--- config.mk ---
export PLATFORM = sky130hd
export DESIGN_NAME = mbx_doorbell
export DESIGN_NICKNAME = d
export VERILOG_FILES = /design/src/rtl/mbx_pkg.sv /design/src/rtl/mbx_ctrl.sv /design/src/rtl/mbx_datapath.sv /design/src/rtl/mbx_doorbell.sv
export SDC_FILE = /design/constraint.sdc
export NUM_CORES = 1
export LEC_CHECK = 0
export BUFFER_PORTS_ARGS = -buffer_cell sky130_fd_sc_hd__buf_4
export CORE_MARGIN = 4
export CORE_UTILIZATION = 45
export DETAILED_ROUTE_END_ITERATION = 16
export SKIP_CTS_REPAIR_TIMING = 1
export SLEW_MARGIN = 20
export SYNTH_ARGS = -nofsm -noshare
export SYNTH_HDL_FRONTEND = slang
export SYNTH_SLANG_ARGS = --single-unit
--- constraint.sdc ---
create_clock -name clk -period 10.6 [get_ports clk]
set_input_delay 2.12 -clock clk [delete_from_list [all_inputs] [get_ports clk]]
set_output_delay 2.12 -clock clk [all_outputs]
set_load 0.01 [all_outputs]
--- src/rtl/mbx_pkg.sv ---
package mbx_pkg;
  localparam int DATA_W    = 32;
  localparam int PAY_WORDS = 16;
  localparam int IDX_W     = $clog2(PAY_WORDS);
  localparam int ADDR_W    = 6;

  localparam logic [ADDR_W-1:0] REG_DOORBELL = 6'h00;
  localparam logic [ADDR_W-1:0] REG_INSTAT   = 6'h01;
  localparam logic [ADDR_W-1:0] REG_IRQSTAT  = 6'h02;
  localparam logic [ADDR_W-1:0] REG_IRQMASK  = 6'h03;
  localparam logic [ADDR_W-1:0] REG_OUTACK   = 6'h04;
  localparam logic [ADDR_W-1:0] REG_OVERRUN  = 6'h05;
  localparam logic [1:0]        WIN_IN       = 2'b01;
  localparam logic [1:0]        WIN_OUT      = 2'b10;

  typedef enum logic [1:0] {RD_REG, RD_IN, RD_OUT} rdSel_t;

  typedef struct packed {
    logic             inPayWe;
    logic             outPayWe;
    logic [IDX_W-1:0] hostIdx;
    rdSel_t           rdSel;
  } ctrlStrb_t;
endpackage

--- src/rtl/mbx_ctrl.sv ---
module mbx_ctrl
  import mbx_pkg::*;
(
  input  logic              clk,
  input  logic              rstN,
  input  logic [ADDR_W-1:0] hostAddr,
  input  logic              hostWe,
  input  logic [1:0]        hostBits,
  input  logic              copInConsume,
  input  logic              copOutWe,
  input  logic              copOutPost,
  output logic              copInDoorbell,
  output logic              copOutReady,
  output logic              hostIrq,
  output logic [DATA_W-1:0] regRdata,
  output ctrlStrb_t         strb
);
  logic       inReady, outReady;
  logic [1:0] irqStat, irqMask, ovr;
  logic       dbPulse;

  logic wrDb, wrStat, wrMask, wrAck, wrOvr;
  logic effOutReady, postAccept, dbAccept, consumeAccept;
  logic [1:0] statSet, statClr, ovrSet, ovrClr;

  always_comb begin
    wrDb   = hostWe && (hostAddr == REG_DOORBELL);
    wrStat = hostWe && (hostAddr == REG_IRQSTAT);
    wrMask = hostWe && (hostAddr == REG_IRQMASK);
    wrAck  = hostWe && (hostAddr == REG_OUTACK);
    wrOvr  = hostWe && (hostAddr == REG_OVERRUN);

    dbAccept      = wrDb && inReady;
    consumeAccept = copInConsume && !inReady;
    // acknowledge is applied before a same-edge post
    effOutReady   = outReady || wrAck;
    postAccept    = copOutPost && effOutReady;

    statSet = {consumeAccept, postAccept};
    statClr = wrStat ? hostBits : 2'b00;
    ovrSet  = {copOutPost && !effOutReady, wrDb && !inReady};
    ovrClr  = wrOvr ? hostBits : 2'b00;
  end

  always_ff @(posedge clk or negedge rstN) begin
    if (!rstN) begin
      inReady  <= 1'b1;
      outReady <= 1'b1;
      irqStat  <= 2'b00;
      irqMask  <= 2'b11;
      ovr      <= 2'b00;
      dbPulse  <= 1'b0;
    end else begin
      if (dbAccept)           inReady <= 1'b0;
      else if (consumeAccept) inReady <= 1'b1;

      if (postAccept)  outReady <= 1'b0;
      else if (wrAck)  outReady <= 1'b1;

      irqStat <= (irqStat & ~statClr) | statSet;
      ovr     <= (ovr & ~ovrClr) | ovrSet;
      if (wrMask) irqMask <= hostBits;
      dbPulse <= dbAccept;
    end
  end

  assign copInDoorbell = dbPulse;
  assign copOutReady   = outReady;
  assign hostIrq       = |(irqStat & ~irqMask);

  always_comb begin
    strb.inPayWe  = hostWe && (hostAddr[5:4] == WIN_IN) && inReady;
    strb.outPayWe = copOutWe && outReady;
    strb.hostIdx  = hostAddr[IDX_W-1:0];
    case (hostAddr[5:4])
      WIN_IN:  strb.rdSel = RD_IN;
      WIN_OUT: strb.rdSel = RD_OUT;
      default: strb.rdSel = RD_REG;
    endcase

    regRdata = '0;
    case (hostAddr)
      REG_INSTAT:  regRdata[0]   = inReady;
      REG_IRQSTAT: regRdata[1:0] = irqStat;
      REG_IRQMASK: regRdata[1:0] = irqMask;
      REG_OUTACK:  regRdata[0]   = outReady;
      REG_OVERRUN: regRdata[1:0] = ovr;
      default:     regRdata      = '0;
    endcase
  end


  db_pulse_chk: assert property (@(posedge clk) disable iff (!rstN)
    dbPulse |-> (!inReady && $past(inReady)));


  in_ready_event_chk: assert property (@(posedge clk) disable iff (!rstN)
    $rose(inReady) |-> irqStat[1]);


  in_overrun_chk: assert property (@(posedge clk) disable iff (!rstN)
    $rose(ovr[0]) |-> !$past(inReady));


  out_post_event_chk: assert property (@(posedge clk) disable iff (!rstN)
    $fell(outReady) |-> irqStat[0]);


  out_ack_chk: assert property (@(posedge clk) disable iff (!rstN)
    $rose(outReady) |-> $past(hostWe && hostAddr == REG_OUTACK));
endmodule

--- src/rtl/mbx_datapath.sv ---
module mbx_datapath
  import mbx_pkg::*;
(
  input  logic              clk,
  input  ctrlStrb_t         strb,
  input  logic [DATA_W-1:0] hostWdata,
  input  logic [DATA_W-1:0] regRdata,
  input  logic [IDX_W-1:0]  copInRdAddr,
  input  logic [IDX_W-1:0]  copOutWAddr,
  input  logic [DATA_W-1:0] copOutWData,
  output logic [DATA_W-1:0] copInRdData,
  output logic [DATA_W-1:0] hostRdata
);
  logic [DATA_W-1:0] inMem  [PAY_WORDS];
  logic [DATA_W-1:0] outMem [PAY_WORDS];

  always_ff @(posedge clk) begin
    if (strb.inPayWe)  inMem[strb.hostIdx] <= hostWdata;
    if (strb.outPayWe) outMem[copOutWAddr] <= copOutWData;
  end

  assign copInRdData = inMem[copInRdAddr];

  always_comb begin
    case (strb.rdSel)
      RD_IN:   hostRdata = inMem[strb.hostIdx];
      RD_OUT:  hostRdata = outMem[strb.hostIdx];
      default: hostRdata = regRdata;
    endcase
  end
endmodule

--- src/rtl/mbx_doorbell.sv ---
module mbx_doorbell
  import mbx_pkg::*;
(
  input  logic              clk,
  input  logic              rstN,
  input  logic [ADDR_W-1:0] hostAddr,
  input  logic              hostWe,
  input  logic [DATA_W-1:0] hostWdata,
  output logic [DATA_W-1:0] hostRdata,
  output logic              hostIrq,
  output logic              copInDoorbell,
  input  logic              copInConsume,
  input  logic [IDX_W-1:0]  copInRdAddr,
  output logic [DATA_W-1:0] copInRdData,
  input  logic              copOutWe,
  input  logic [IDX_W-1:0]  copOutWAddr,
  input  logic [DATA_W-1:0] copOutWData,
  input  logic              copOutPost,
  output logic              copOutReady
);
  ctrlStrb_t         strb;
  logic [DATA_W-1:0] regRdata;

  mbx_ctrl uCtrl (
    .clk(clk), .rstN(rstN), .hostAddr(hostAddr), .hostWe(hostWe),
    .hostBits(hostWdata[1:0]), .copInConsume(copInConsume),
    .copOutWe(copOutWe), .copOutPost(copOutPost),
    .copInDoorbell(copInDoorbell), .copOutReady(copOutReady),
    .hostIrq(hostIrq), .regRdata(regRdata), .strb(strb)
  );

  mbx_datapath uDp (
    .clk(clk), .strb(strb), .hostWdata(hostWdata), .regRdata(regRdata),
    .copInRdAddr(copInRdAddr), .copOutWAddr(copOutWAddr),
    .copOutWData(copOutWData), .copInRdData(copInRdData),
    .hostRdata(hostRdata)
  );
endmodule

==> results.md, run 1 <==
* Outcome: finished, final reports clean
* Met2 wire len at 55,180 um
* TritonCTS Buffers at 106
* PortBufs at 150
* Avg Inst Size Synth at around 23 um^2
* CTS tree: yes
* Worst setup path category: input port to output pin
* HPWL after detailed placement at between 50,000 and 60,000 um
* Mapped cell area at 0.04361 mm^2
* Critical Path Source: hostAddr[1]
* EDFF count, synth at about 1,000
* Worst flop-to-flop path startpoint: uCtrl.inReady
* R2r setup slk at 7.89 ns
* Actual slew at the worst max-slew pin at 1.203 ns
* Fin crit share at 0.6970
* DR vias/cell at just over 6
* Max Freq at 0.1353 GHz
* Most frequent cells in the layout: edfxtp_1 (1,024), mux4_2 (400), buf_4 (186)
* Die width at 319.3 um
* Slew Limit Headroom at 0.1977
* DRT antenna net count at 0
* Path depth of the worst reg2reg path at 4
* Post-synthesis xor/xnor area fraction at 0
* Ports at ~150
* Synthesis Warnings at 0
* Initial core utilization at 0.4563
* Max Cap Violations at 0
* Fin. Hold Viols at 0
* Area taken by multi-input logic gates at 0.01208 mm^2
* Number of global-route vias before repair at 22,307
* Reg-to-Reg End: uDp.inMem[15][20]
* PD cells at 174.2 mW/mm^2
* Largest net degree at the start of global routing at 172
* Residual DRC at 0
* Uppermost routed layer: met5
* Cells after Synth at 1,890
* Fillcell total at 7,427
* Routed wire length at 109,300 um
* Final setup TNS at 0 ns
* Post-synth top flop: edfxtp_1
* WL met3 at a little under 8000 um
* Die height at 319.3 um
* Final min period at roughly 7.4 ns
* Clk root buf: clkbuf_16
* Sequential area share after synthesis at 0.7104
* RSZ-0062 raised after global routing: no
* Mux contribution to synthesized area at 0.2437
* Antenna violations before repair at 9
* Register area at 0.03098 mm^2
* Critical Path Sink: hostRdata[14]
* Synth Area in Compound Gates at 0.01612
* Post-place setup slack at 3.246 ns
* Tot GR Track Use at 0.2136
* Synth-to-layout area growth at 13.72%
* WP data required at about 8.5 ns
* Metal-1 WL at roughly 44,000 um
* Path category of the worst min-delay check: flip-flop to flip-flop
* Worst Hold Margin at roughly 0.51 ns
* Synth Area in Adders at 0.0008608
* Worst skew pair latency at 0.66 ns
* Share of layout cells above drive strength 1 at 0.3683
* Core ar. at 0.09558 mm^2
* Cell row count at roughly 110
* Max clock buf depth at 3
* Seq cells post-synth at slightly above 1,000
* Max-slew violation count at 0
* Worst Setup Start Kind: input port
* Clk_skew at 0.01030 ns
* FFs w/ async S/R, synth at 0.008712
* Total iterations of the first detailed-routing run at 5
* H-tree levels at 3
* Via count at ~21,000
* CP Capture Type: output pin
* Post-synthesis simple-gate area fraction at 0.01087
* WL per Instance at between 30 and 40 um
* First-pass GRT wire length at 158,300 um
* Final setup fails at 0
* Maximum VDD drop at 113.5 uV
* Fin nets at 2,155
* Syn nets at 1,977
* Final setup margin at 3.211 ns
* Commonest non-fill, non-tap cell in the layout: edfxtp_1
* Gpl congestion at 0.7431
* Worst-path clk slew at 0.06 ns
* GRT overflow at 0
* Largest family of logic cells by synthesized area: multiplexers
* WP data arrival at 5.27 ns
* DR iter-0 viols at 2,301
* Clk sinks at 1,033
* Synth cell types at between 40 and 50
* Crit-path max FO at 171
* Leakage at 15.79 nW
* Die area at ~0.10 mm^2
power by group:
group / switching (mW) / internal, mW
combinational: 0.286 / 0.240
clock: 1.54 / 2.07
sequential: 0.00546 / 4.50
total: 1.83 / 6.81
flip-flops by register name, summed over array words and instances (netlist names):
signal	cells
uCtrl.copInDoorbell	1
uDp.outMem	512
uCtrl.ovr	2
uCtrl.irqMask	2
uCtrl.inReady	1
uCtrl.copOutReady	1
uDp.inMem	512
uCtrl.irqStat	2
how the worst min path moves through the flow:
stage / start / end / slack [ns] / depth (start not counted)
2_1_floorplan: uCtrl.ovr[0] / uCtrl.ovr[0] / 0.46 / 1
3_3_place_gp: uCtrl.ovr[1] / uCtrl.ovr[1] / 0.49 / 1
3_5_place_dp: uCtrl.irqStat[1] / uCtrl.irqStat[1] / 0.49 / 1
4_1_cts: uCtrl.irqStat[1] / uCtrl.irqStat[1] / 0.51 / 1
5_1_grt: uCtrl.ovr[1] / uCtrl.ovr[1] / 0.51 / 1
6_report: uCtrl.ovr[1] / uCtrl.ovr[1] / 0.51 / 1
cells in the mapped netlist, types with 4 or more instances:
cell | n | share of area
buf_2 | 46 | 0.0053
dfrtp_1 | 5 | 0.0029
mux4_1 | 10 | 0.0060
a22oi_1 | 5 | 0.00086
nor2b_1 | 4 | 0.00057
mux4_2 | 400 | 0.21
nand3b_1 | 7 | 0.0012
nor3_1 | 4 | 0.00046
inv_1 | 6 | 0.00052
edfxtp_1 | 1024 | 0.71
buf_6 | 25 | 0.0065
dfstp_2 | 4 | 0.0024
o221ai_1 | 30 | 0.0060
buf_4 | 5 | 0.00086
clkbuf_1 | 39 | 0.0034
nand2b_1 | 5 | 0.00072
nor2_1 | 36 | 0.0031
buf_1 | 8 | 0.00069
mux2i_1 | 133 | 0.031
nand3_1 | 9 | 0.0010
nand2_1 | 17 | 0.0015
o22a_1 | 30 | 0.0060
kinds of logic (layout without fill, tap and decap cells):
| kind of cell | after synthesis | after routing |
|---|---|---|
| AO/OA/AOI/OAI | 83 | 83 |
| multiplexers | 545 | 545 |
| AND/OR/NAND/NOR | 95 | 95 |
| other | 0 | 5 |
| adder cells (fa/ha/maj) | 3 | 3 |
| buffers and inverters | 131 | 397 |
| flip-flops | 1033 | 1033 |
stage by stage:
step / cell area (um^2) / std cells / util / total power [mW]
final: 49590 / 3426 / 0.5189 / 8.637
after global routing: 49580 / 3422 / 0.5187 / 8.934
after CTS: 49570 / 3421 / 0.5187 / 8.723
after detailed placement: 46210 / 3225 / 0.4835 / 5.126
after global placement: 46210 / 3225 / 0.4835 / 5.117
after floorplan: 43610 / 1890 / - / 4.919
metal layers:
metal | vias to the layer above | GRT usage
met5 | - | 0
met4 | 4 | 0.05587
met3 | 155 | 0.04528
met2 | 711 | 0.3579
met1 | 11683 | 0.2882
li1 | 8693 | -
worst max-delay path, cell delays in order:
cell	delay [ns]
buf_8	0.61
buf_12	0.70
mux4_2	0.44
mux2i_1	0.16
o22a_1	0.36
o221ai_1	0.29
buf_4	0.24
cell type report:
cell class | count | share of cell area
flip-flops and latches | 1033 | 0.6247
multi-input cells | 726 | 0.2436
clock buffers | 122 | 0.05513
well taps | 1265 | 0.03192
repair buffers | 195 | 0.03116
clock inverters | 74 | 0.01277
inverters | 6 | 0.0004542
diodes | 5 | 0.0002523
Note: power is estimated with default switching activity, not from simulation.
==> inputs of run 2 (changes only) <==
Clock period 10.6 ns to 6.8 ns, I/O delays scaled along.
==> results.md, run 2 (synthesis results as in run 1) <==
* Commonest non-fill, non-tap cell in the layout: edfxtp_1 (unchanged)
* Clk root buf: clkbuf_16 (unchanged)
* Critical Path Sink: hostRdata[4] (was hostRdata[14])
* DR iter-0 viols at 2,128 (was 2,301)
* Most frequent cells in the layout: edfxtp_1 (1,024), mux4_2 (400), buf_4 (199) (was edfxtp_1 (1,024), mux4_2 (400), buf_4 (186))
* Worst-path clk slew at 0.06 ns (about the same)
* First-pass GRT wire length at 160,800 um (was 158,300 um)
* Reg-to-Reg End: uDp.inMem[2][10] (was uDp.inMem[15][20])
* WL met3 at 7080 um (was 7698 um)
* Die area at 0.1020 mm^2 (unchanged)
* Tot GR Track Use at 0.2176 (was 0.2136)
* WP data required at 5.44 ns (was 8.48 ns)
* Via count at 21,188 (was 21,246)
* Leakage at 15.87 nW (was 15.79 nW)
* Worst setup path category: input port to output pin (unchanged)
* Crit path depth at 7 (unchanged)
* Fin. Hold Viols at 0 (unchanged)
* PortBufs at 150 (unchanged)
* H-tree levels at 3 (unchanged)
* Die width at 319.3 um (unchanged)
* Clk sinks at 1,033 (unchanged)
* Dpl cell area at 0.04636 mm^2 (was 0.04621 mm^2)
* HPWL after detailed placement at 63,180 um (was 56,030 um)
* Path category of the worst min-delay check: flip-flop to flip-flop (unchanged)
* Critical Path Max Stage Delay at 0.41 ns (was 0.70 ns)
* Largest net degree at the start of global routing at 126 (was 172)
* Max clock buf depth at 3 (unchanged)
* Crit path buffers/inverters at 4 (was 3)
* Antenna violations before repair at 8 (was 9)
* Slew Limit Headroom at 0.2280 (was 0.1977)
* Fin crit share at 0.8014
* Die height at 319.3 um (unchanged)
* Max Freq at 0.1835 GHz
* Ports at 151 (unchanged)
* Worst path cell trace: buf_8 -> buf_16 -> buf_12 -> mux4_2 -> mux2i_1 -> o221ai_1 -> buf_4 (was buf_8 -> buf_12 -> mux4_2 -> mux2i_1 -> o22a_1 -> o221ai_1 -> buf_4)
* Core ar. at 0.09558 mm^2 (unchanged)
* Clk_skew at 0.01178 ns (was 0.01030 ns)
* Final setup fails at 0 (unchanged)
* Biggest regs: uDp.inMem (512), uDp.outMem (512) (unchanged)
* Cell family contributing the most delay on the critical path: buffers and inverters (unchanged)
* Maximum VDD drop at 178.7 uV (was 113.5 uV)
* Total iterations of the first detailed-routing run at 5 (unchanged)
* Met2 wire len at 55,840 um (was 55,180 um)
* CP Capture Type: output pin (unchanged)
* Share of layout cells above drive strength 1 at 0.3714 (was 0.3683)
* Uppermost routed layer: met5 (unchanged)
* DRT antenna net count at 0 (unchanged)
* Worst Setup Start Kind: input port (unchanged)
* DR vias/cell at 6.158 (was 6.201)
* Actual slew at the worst max-slew pin at 1.155 ns (was 1.203 ns)
* Max Cap Violations at 0 (unchanged)
* Initial core utilization at 0.4563 (unchanged)
* Fin nets at 2,171 (was 2,155)
* Crit-path max FO at 66 (was 171)
* Routed wire length at 111,200 um (was 109,300 um)
* Critical Path Source: hostAddr[1] (unchanged)
* Final min period at roughly 5.4 ns
* Metal-1 WL at 45,790 um (was 43,930 um)
* Cell row count at 113 (unchanged)
* Worst skew pair latency at 0.66 ns (about the same)
* Residual DRC at 0 (unchanged)
* PD cells at 270.8 mW/mm^2 (was 174.2 mW/mm^2)
* Number of global-route vias before repair at 22,656 (was 22,307)
* Fin util at 0.5205 (was 0.5189)
* WL per Instance at 32.31 um (was 31.90 um)
* Gpl congestion at 0.7595 (was 0.7431)
* Outcome: finished, final reports clean (unchanged)
* Synth-to-layout area growth at 14.09% (was 13.72%)
* Worst flop-to-flop path startpoint: uCtrl.inReady (unchanged)
* Post-route cell area at 0.04975 mm^2 (was 0.04959 mm^2)
* Final setup TNS at 0 ns (unchanged)
* RSZ-0062 raised after global routing: no (unchanged)
* WP data arrival at 4.09 ns (was 5.27 ns)
* Path depth of the worst reg2reg path at 4 (unchanged)
* TritonCTS Buffers at 106 (unchanged)
* R2r setup slk at 3.83 ns (was 7.89 ns)
* GRT overflow at 0 (unchanged)
* Max-slew violation count at 0 (unchanged)
* Critical-path top delay cell: buf_8 (was buf_12)
* CTS tree: yes (unchanged)
==> run 2: power by group <==
group          switching, mW  internal (mW)  leakage [nW]
clock                   2.40           3.21          1.62
sequential           0.00881           7.02          9.31
combinational          0.455          0.380          4.94
==> run 2: layout make-up <==
type                            count  area [um^2]
Timing Repair Buffer              211         1719
Clock buffer                      129         2781
Multi-Input combinational cell    726        12080
Clock inverter                     68        578.1
Sequential cell                  1033        30980
Tap cell                         1265         1583
Inverter                            6        22.52
Antenna cell                        3        7.507
Fill cell                        7404        45830
==> run 2: how the worst min path moves through the flow <==
stage                      start             endpoint  slack [ns]  depth (start not counted)
floorplan           uCtrl.ovr[0]         uCtrl.ovr[0]        0.46                          1
global placement    uCtrl.ovr[0]         uCtrl.ovr[0]        0.48                          1
detailed placement  uCtrl.ovr[0]         uCtrl.ovr[0]        0.48                          1
CTS                         rstN  uCtrl.copInDoorbell        0.46                          1
global route                rstN  uCtrl.copInDoorbell        0.49                          1
finish              uCtrl.ovr[0]         uCtrl.ovr[0]        0.50                          1
==> run 2: routing by layer <==
metal | up-vias | global-route usage
li1 | 8723 | -
met1 | 11615 | 0.2950
met2 | 680 | 0.3650
met3 | 164 | 0.04388
met4 | 6 | 0.05647
met5 | - | 0
==> run 2: metrics by stage <==
| stage | std cells | total power [mW] | hold WS (ns) | worst slack, ns |
|---|---|---|---|---|
| final | 3441 | 13.47 | 0.4968 | 1.350 |
| after global routing | 3439 | 13.92 | 0.4860 | 1.136 |
| after CTS | 3437 | 13.60 | 0.4637 | 1.345 |
| after detailed placement | 3240 | 8.003 | 0.4804 | 1.353 |
| after global placement | 3240 | 7.991 | 0.4775 | 1.330 |
| after floorplan | 1890 | 7.667 | 0.4565 | 2.338 |
